<file path="config.mk">
export PLATFORM = sky130hd
export DESIGN_NAME = serial_dac_rx
export DESIGN_NICKNAME = d
export VERILOG_FILES = /design/src/rtl/sdr_pkg.sv /design/src/rtl/sdr_edge_sync.sv /design/src/rtl/sdr_ctrl.sv /design/src/rtl/sdr_datapath.sv /design/src/rtl/serial_dac_rx.sv
export SDC_FILE = /design/constraint.sdc
export NUM_CORES = 1
export LEC_CHECK = 0
export ABC_AREA = 1
export BUFFER_PORTS_ARGS = -buffer_cell sky130_fd_sc_hd__buf_2
export CAP_MARGIN = 20
export CORE_MARGIN = 4
export CORE_UTILIZATION = 45
export DETAILED_ROUTE_END_ITERATION = 16
export GPL_TIMING_DRIVEN = 1
export PLACE_DENSITY = 0.78
export SLEW_MARGIN = 10
export SYNTH_ARGS = -nofsm -noshare
export SYNTH_HDL_FRONTEND = slang
export SYNTH_SLANG_ARGS = --single-unit
</file>
<file path="constraint.sdc">
create_clock -name clk -period 1.25 [get_ports clk]
set_input_delay 0.25 -clock clk [delete_from_list [all_inputs] [get_ports clk]]
set_output_delay 0.25 -clock clk [all_outputs]
set_load 0.01 [all_outputs]
</file>
<file path="src/rtl/sdr_pkg.sv">
package sdr_pkg;
  localparam int unsigned WORD_W = 16;
  localparam int unsigned SYNC_STAGES = 2;

  typedef struct packed {
    logic shiftEn;
    logic latchEn;
  } sdr_strobe_t;
endpackage

</file>
<file path="src/rtl/sdr_edge_sync.sv">
module sdr_edge_sync #(
  parameter int unsigned STAGES = 2
) (
  input  logic clk,
  input  logic rst,
  input  logic rawIn,
  output logic fallOut
);
  localparam int unsigned CHAIN_W = STAGES + 1;

  logic [CHAIN_W-1:0] chain;

  always_ff @(posedge clk) begin
    if (rst) chain <= '0;
    else     chain <= {chain[CHAIN_W-2:0], rawIn};
  end

  // the oldest stage is the previous synchronized sample
  assign fallOut = chain[CHAIN_W-1] & ~chain[CHAIN_W-2];
endmodule

</file>
<file path="src/rtl/sdr_ctrl.sv">
module sdr_ctrl
  import sdr_pkg::*;
#(
  parameter int unsigned STAGES = SYNC_STAGES
) (
  input  logic        clk,
  input  logic        rst,
  input  logic        serClk,
  input  logic        serData,
  input  logic        serLatch,
  output sdr_strobe_t strobes,
  output logic        dataBit
);
  localparam int unsigned EDGE_N = 2;

  logic [EDGE_N-1:0] rawLines;
  logic [EDGE_N-1:0] falls;
  logic [STAGES-1:0] dataChain;

  assign rawLines = {serLatch, serClk};

  for (genvar g = 0; g < EDGE_N; g++) begin : g_edge
    sdr_edge_sync #(.STAGES(STAGES)) u_sync (
      .clk     (clk),
      .rst     (rst),
      .rawIn   (rawLines[g]),
      .fallOut (falls[g])
    );
  end

  // data runs through the same depth so it lines up with the clock edge
  always_ff @(posedge clk) begin
    if (rst) dataChain <= '0;
    else     dataChain <= {dataChain[STAGES-2:0], serData};
  end

  assign dataBit         = dataChain[STAGES-1];
  assign strobes.shiftEn = falls[0];
  assign strobes.latchEn = falls[1];
endmodule

</file>
<file path="src/rtl/sdr_datapath.sv">
module sdr_datapath
  import sdr_pkg::*;
#(
  parameter int unsigned W = WORD_W
) (
  input  logic        clk,
  input  logic        rst,
  input  sdr_strobe_t strobes,
  input  logic        dataBit,
  output logic [W-1:0] holdWord,
  output logic        updStrobe
);
  logic [W-1:0] shiftReg;
  logic [W-1:0] shiftNext;

  always_comb begin
    shiftNext = shiftReg;
    if (strobes.shiftEn) shiftNext = {shiftReg[W-2:0], dataBit};
  end

  always_ff @(posedge clk) begin
    if (rst) begin
      shiftReg  <= '0;
      holdWord  <= '0;
      updStrobe <= 1'b0;
    end else begin
      shiftReg  <= shiftNext;
      updStrobe <= strobes.latchEn;
      if (strobes.latchEn) holdWord <= shiftNext;
    end
  end


  shift_in_chk: assert property (@(posedge clk) disable iff (rst)
    strobes.shiftEn |=> shiftReg[0] == $past(dataBit));


  hold_quiet_chk: assert property (@(posedge clk) disable iff (rst)
    !updStrobe |-> $stable(holdWord));


  same_cycle_chk: assert property (@(posedge clk) disable iff (rst)
    (strobes.shiftEn && strobes.latchEn) |=> holdWord[0] == $past(dataBit));
endmodule

</file>
<file path="src/rtl/serial_dac_rx.sv">
module serial_dac_rx
  import sdr_pkg::*;
(
  input  logic              clk,
  input  logic              rst,
  input  logic              serClk,
  input  logic              serData,
  input  logic              serLatch,
  output logic [WORD_W-1:0] sampleWord,
  output logic [WORD_W-1:0] offsetWord,
  output logic              sampleStrobe
);
  sdr_strobe_t strobes;
  logic        dataBit;

  sdr_ctrl #(.STAGES(SYNC_STAGES)) u_ctrl (
    .clk      (clk),
    .rst      (rst),
    .serClk   (serClk),
    .serData  (serData),
    .serLatch (serLatch),
    .strobes  (strobes),
    .dataBit  (dataBit)
  );

  sdr_datapath #(.W(WORD_W)) u_dp (
    .clk       (clk),
    .rst       (rst),
    .strobes   (strobes),
    .dataBit   (dataBit),
    .holdWord  (sampleWord),
    .updStrobe (sampleStrobe)
  );

  assign offsetWord = {~sampleWord[WORD_W-1], sampleWord[WORD_W-2:0]};


  strobe_follow_chk: assert property (@(posedge clk) disable iff (rst)
    strobes.latchEn |=> sampleStrobe);


  strobe_single_chk: assert property (@(posedge clk) disable iff (rst)
    sampleStrobe |=> !sampleStrobe);
endmodule

</file>
# [After elaboration in Yosys (flattened, before gate mapping)]
# Index checks and enable logic that the tools add are counted.
[op_classes] mux=1 bitwise_logic=5
[ops] operator="2-to-1 mux 16 bit" count=1
[ops] operator="inverter 1 bit" count=3
[ops] operator="AND 1 bit" count=2
[word_totals] elab_cells=12 regBits=41 output_inout_bits=33 input_bits=5

# [Logic depth before layout (Yosys ltp)]
[logic_depth] ltp_word=3 depth_mapped=7 depth_no_buf=6

# [By module]
# From an unflattened synthesis, not the netlist that was laid out.
[hier_totals] cells_unflattened=219 hier_area_um2=1706.6
[by_module_without_submodules] module="sdr_datapath" area_each_um2=1350.0 cells_per_inst=175 seq_area_each_um2=660.6 n_inst=1
[by_module_without_submodules] module="sdr_edge_sync" area_each_um2=92.6 cells_per_inst=11 seq_area_each_um2=60.1 n_inst=2
[by_module_without_submodules] module="serial_dac_rx" area_each_um2=116.4 cells_per_inst=16 seq_area_each_um2=0.0 n_inst=1
[by_module_without_submodules] module="sdr_ctrl" area_each_um2=55.1 cells_per_inst=6 seq_area_each_um2=40.0 n_inst=1

# [Least setup slack after synthesis]
# No wires, ideal clock.
[synth_path] kind="reg2reg" startpoint="register u_ctrl.g_edge[0].u_sync.chain[2]" endpoint="register u_dp.holdWord[10]" t_arrival_ns=0.836 required_time_ns=1.141 period_less_slack_ns=0.944 path_buffers=2 setup_ns=0.109 slack_ns=0.306 stages_incl_launch_ff=8 path_cell_list="dfxtp_1 > buf_6 > nand2_4 > buf_6 > nand2_1 > nand3_1 > nand2_1 > inv_1"
[synth_via] elab_chain_len=2
[synth_rtl] item="from (decl)" line_no="sdr_edge_sync.sv:11" source="logic [CHAIN_W-1:0] chain;"
[synth_rtl] item="from (signal assigned)" line_no="sdr_edge_sync.sv:15" source="else chain <= {chain[CHAIN_W-2:0], rawIn};"
[synth_rtl] item="AND 1 bit" line_no="sdr_edge_sync.sv:19" source="assign fallOut = chain[CHAIN_W-1] & ~chain[CHAIN_W-2];"
[synth_rtl] item="2-to-1 mux 16 bit" line_no="sdr_datapath.sv:18" source="if (strobes.shiftEn) shiftNext = {shiftReg[W-2:0], dataBit};"
[synth_rtl] item="to (signal assigned)" line_no="sdr_datapath.sv:29" source="if (strobes.latchEn) holdWord <= shiftNext;"
[synth_rtl] item="to (decl)" line_no="sdr_datapath.sv:10" source="output logic [W-1:0] holdWord,"
# Every way passes these cells.
# A chain may end at the register's enable or synchronous reset.

# [Worst setup path in the final report]
[layout_path] startpoint="register u_dp.holdWord[10]" endpoint="output port offsetWord[10]"
[layout_lines] item="to (decl)" line_no="serial_dac_rx.sv:10" source="output logic [WORD_W-1:0] offsetWord,"
# No word-level cell between the ends.

==> flow_summary.ini <==
[critical_path]
reg2reg_setup_slack_ps = 230
crit_path_end_kind = output pin
cp_top_family = flip-flops
cp_max_fo = 3
path_depth = 1
cp_slowest_cell = dfxtp_1
start_kind = register
max_stage_delay_ps = 370
crit_end = offsetWord[10]
crit_chain = buf_2
crit_arrival_ps = 800
crit_type = register to output pin
r2r_cells = 6
critPathRequiredTime_ps = 1000
rr_startpoint = u_ctrl.g_edge[0].u_sync.chain[1]$_SDFF_PP0_
cp-startpoint = u_dp.holdWord[10]$_SDFFE_PP0P_
r2r-end = u_dp.holdWord[8]$_SDFFE_PP0P_
critPathBufInv = 1

[synthesis]
synth-main-ff-cell = dfxtp_1
yosysMostFrequentCell = dfxtp_1
yosys-top-cells-area = dfxtp_1, a21oi_1, nand3_1, inv_1, buf_4
ys_warn_count = 0
ys_seq_area_frac = 0.492
async_flop_share = 0
synthTopCellsByCount = dfxtp_1, inv_1, a21oi_1, nand3_1, nand2_1
synth_area_um2 = 1670
synth_top_area_frac = 0.492
ys_ff_latch = 41
syn-num-nets = 220
netlist_instances = 215
syn_area_per_cell_um2 = 7.76
synthDistinctLibCells = 13
synth_area_leader_cell = dfxtp_1
synth_edf_count = 0

[grt]
grt_overflow = 0
grtUsageTotal = 0.137
grt_max_degree = 42
grt_pass1_wl_um = 4820
grt_pass1_vias = 1135
antenna_found_initial = 0

[cts]
postCtsSetupRepairBufs = 0
htreeDepth = 2
clk-insertion-delay-late_ps = 290
hold_buffers = 0
cts_buffers = 5
clk_pin_slew_ps = 70
cts-root-buf = clkbuf_8
cts_tree = built
clk_path_buf_depth = 2
post_cts_resize_count = 0
cts_sinks = 41

[timing]
fin_crit_ps = 1050
clock_skew_ps = 6.65
rsz0062_at_grt = false
finalSetupViolations = 0
max_freq_mhz = 952
relSlewSlack = 0.800
worstMarginPinSlew_ps = 300
fin_crit_sh = 0.840
hold_viol_final = 0
setup_tns_ps = 0
drv_slew = 0

[routing]
viasPerCell = 4.58
ant_nets = 0
drtPass1Iterations = 4
vias = 1300
drtIter0Drc = 140
wl_per_cell_um = 10.2
wl_um = 2910
drcViolationCount = 0

[outcome]
status = completed

[floorplanning]
fp.dieH_um = 68.9
dieArea_um2 = 4750
io_pins = 38
initial_core_util = 0.481
rows = 21
die_x_um = 68.9
core_um2 = 3470

[place]
numPortBuffers = 37
dp.cells = 276
dpl.hpwl_um = 1840
gp_congestion = 0.778

[min_path]
min_delay_path_depth = 3
min_path_type = primary input to register

[job]
maxCapViolations = 0

[finish]
antenna_cells = 0
num-fill-cells = 342
post-route-util = 0.532
multi_input_area_um2 = 504
finalNonFillerCells = 284
seq_area_um2 = 821
drive_gt1_frac = 0.235
fin_nets = 242
syn_to_final_growth_pct = 10.6

[power_and_ir_drop]
p_leak_nw = 0.899
irDropWorstVdd_mv = 0.788
powerDensity_nw_per_um2 = 1260
## worst min-delay path by stage
stage / from / to
2_1_floorplan: serData / u_ctrl.dataChain[0]$_SDFF_PP0_
3_3_place_gp: u_ctrl.dataChain[0]$_SDFF_PP0_ / u_ctrl.dataChain[1]$_SDFF_PP0_
3_5_place_dp: u_ctrl.dataChain[0]$_SDFF_PP0_ / u_ctrl.dataChain[1]$_SDFF_PP0_
4_1_cts: serClk / u_ctrl.g_edge[0].u_sync.chain[0]$_SDFF_PP0_
5_1_grt: serClk / u_ctrl.g_edge[0].u_sync.chain[0]$_SDFF_PP0_
6_report: serClk / u_ctrl.g_edge[0].u_sync.chain[0]$_SDFF_PP0_
## stage by stage
| step | setup WS [ps] | hold slack (ps) | power (mW) | area [um^2] |
|---|---|---|---|---|
| global route | 120 | 161 | 2.43 | 1850 |
| detailed placement | 244 | 396 | 1.54 | 1760 |
| finish | 200 | 159 | 2.33 | 1850 |
| floorplan | 306 | 357 | 1.51 | 1670 |
| CTS | 190 | 146 | 2.36 | 1850 |
| global placement | 278 | 394 | 1.54 | 1760 |
## layout make-up
type                       count  share of cell area
sequential                    41               0.444
multi-input combinational    107               0.273
timing repair buffer          41               0.123
inverter                      41              0.0833
clock buffer                   6              0.0393
tap                           46              0.0312
clock inverter                 2             0.00542
## worst min-delay path, cell delays in order
cell	delay, ps
buf_2	70
inv_1	30
nor2_1	60
## logic make-up after synthesis
family                 synth area share
AO/OA/AOI/OAI                    0.0959
buffers and inverters             0.206
flip-flops                        0.492
AND/OR/NAND/NOR                   0.206
## flip-flops by register name, summed over array words and instances, names as in the netlist
| name | cells |
|---|---|
| u_ctrl.dataChain | 2 |
| u_ctrl.g_edge.u_sync.chain | 6 |
| u_dp.holdWord | 16 |
| u_dp.shiftReg | 16 |
| u_dp.updStrobe | 1 |
## layer usage
layer | track usage | up-vias | part of all wire
li1 | - | 690 | -
met3 | 0.0389 | 4 | 0.062
met4 | 0.0803 | 0 | 0.014
met5 | 0 | - | 0
met1 | 0.180 | 573 | 0.48
met2 | 0.200 | 33 | 0.44
## placed cells by master, fill, tap and decap left out
cell / count
buf_12: 1
nand2_2: 3
clkbuf_8: 5
inv_2: 3
buf_2: 37
clkinv_2: 2
nand2_4: 2
nand3_1: 32
nor2_1: 9
a21oi_1: 32
clkbuf_1: 1
nand2_1: 29
dfxtp_1: 41
buf_4: 3
inv_1: 38
## report_power, final
part / total [mW] / switching, mW / internal (mW)
registers: 1.35 / 0.0141 / 1.33
clock network: 0.829 / 0.442 / 0.387
logic: 0.158 / 0.0971 / 0.0608
total: 2.33 / 0.553 / 1.78
Note: power is estimated with default switching activity, not from simulation.
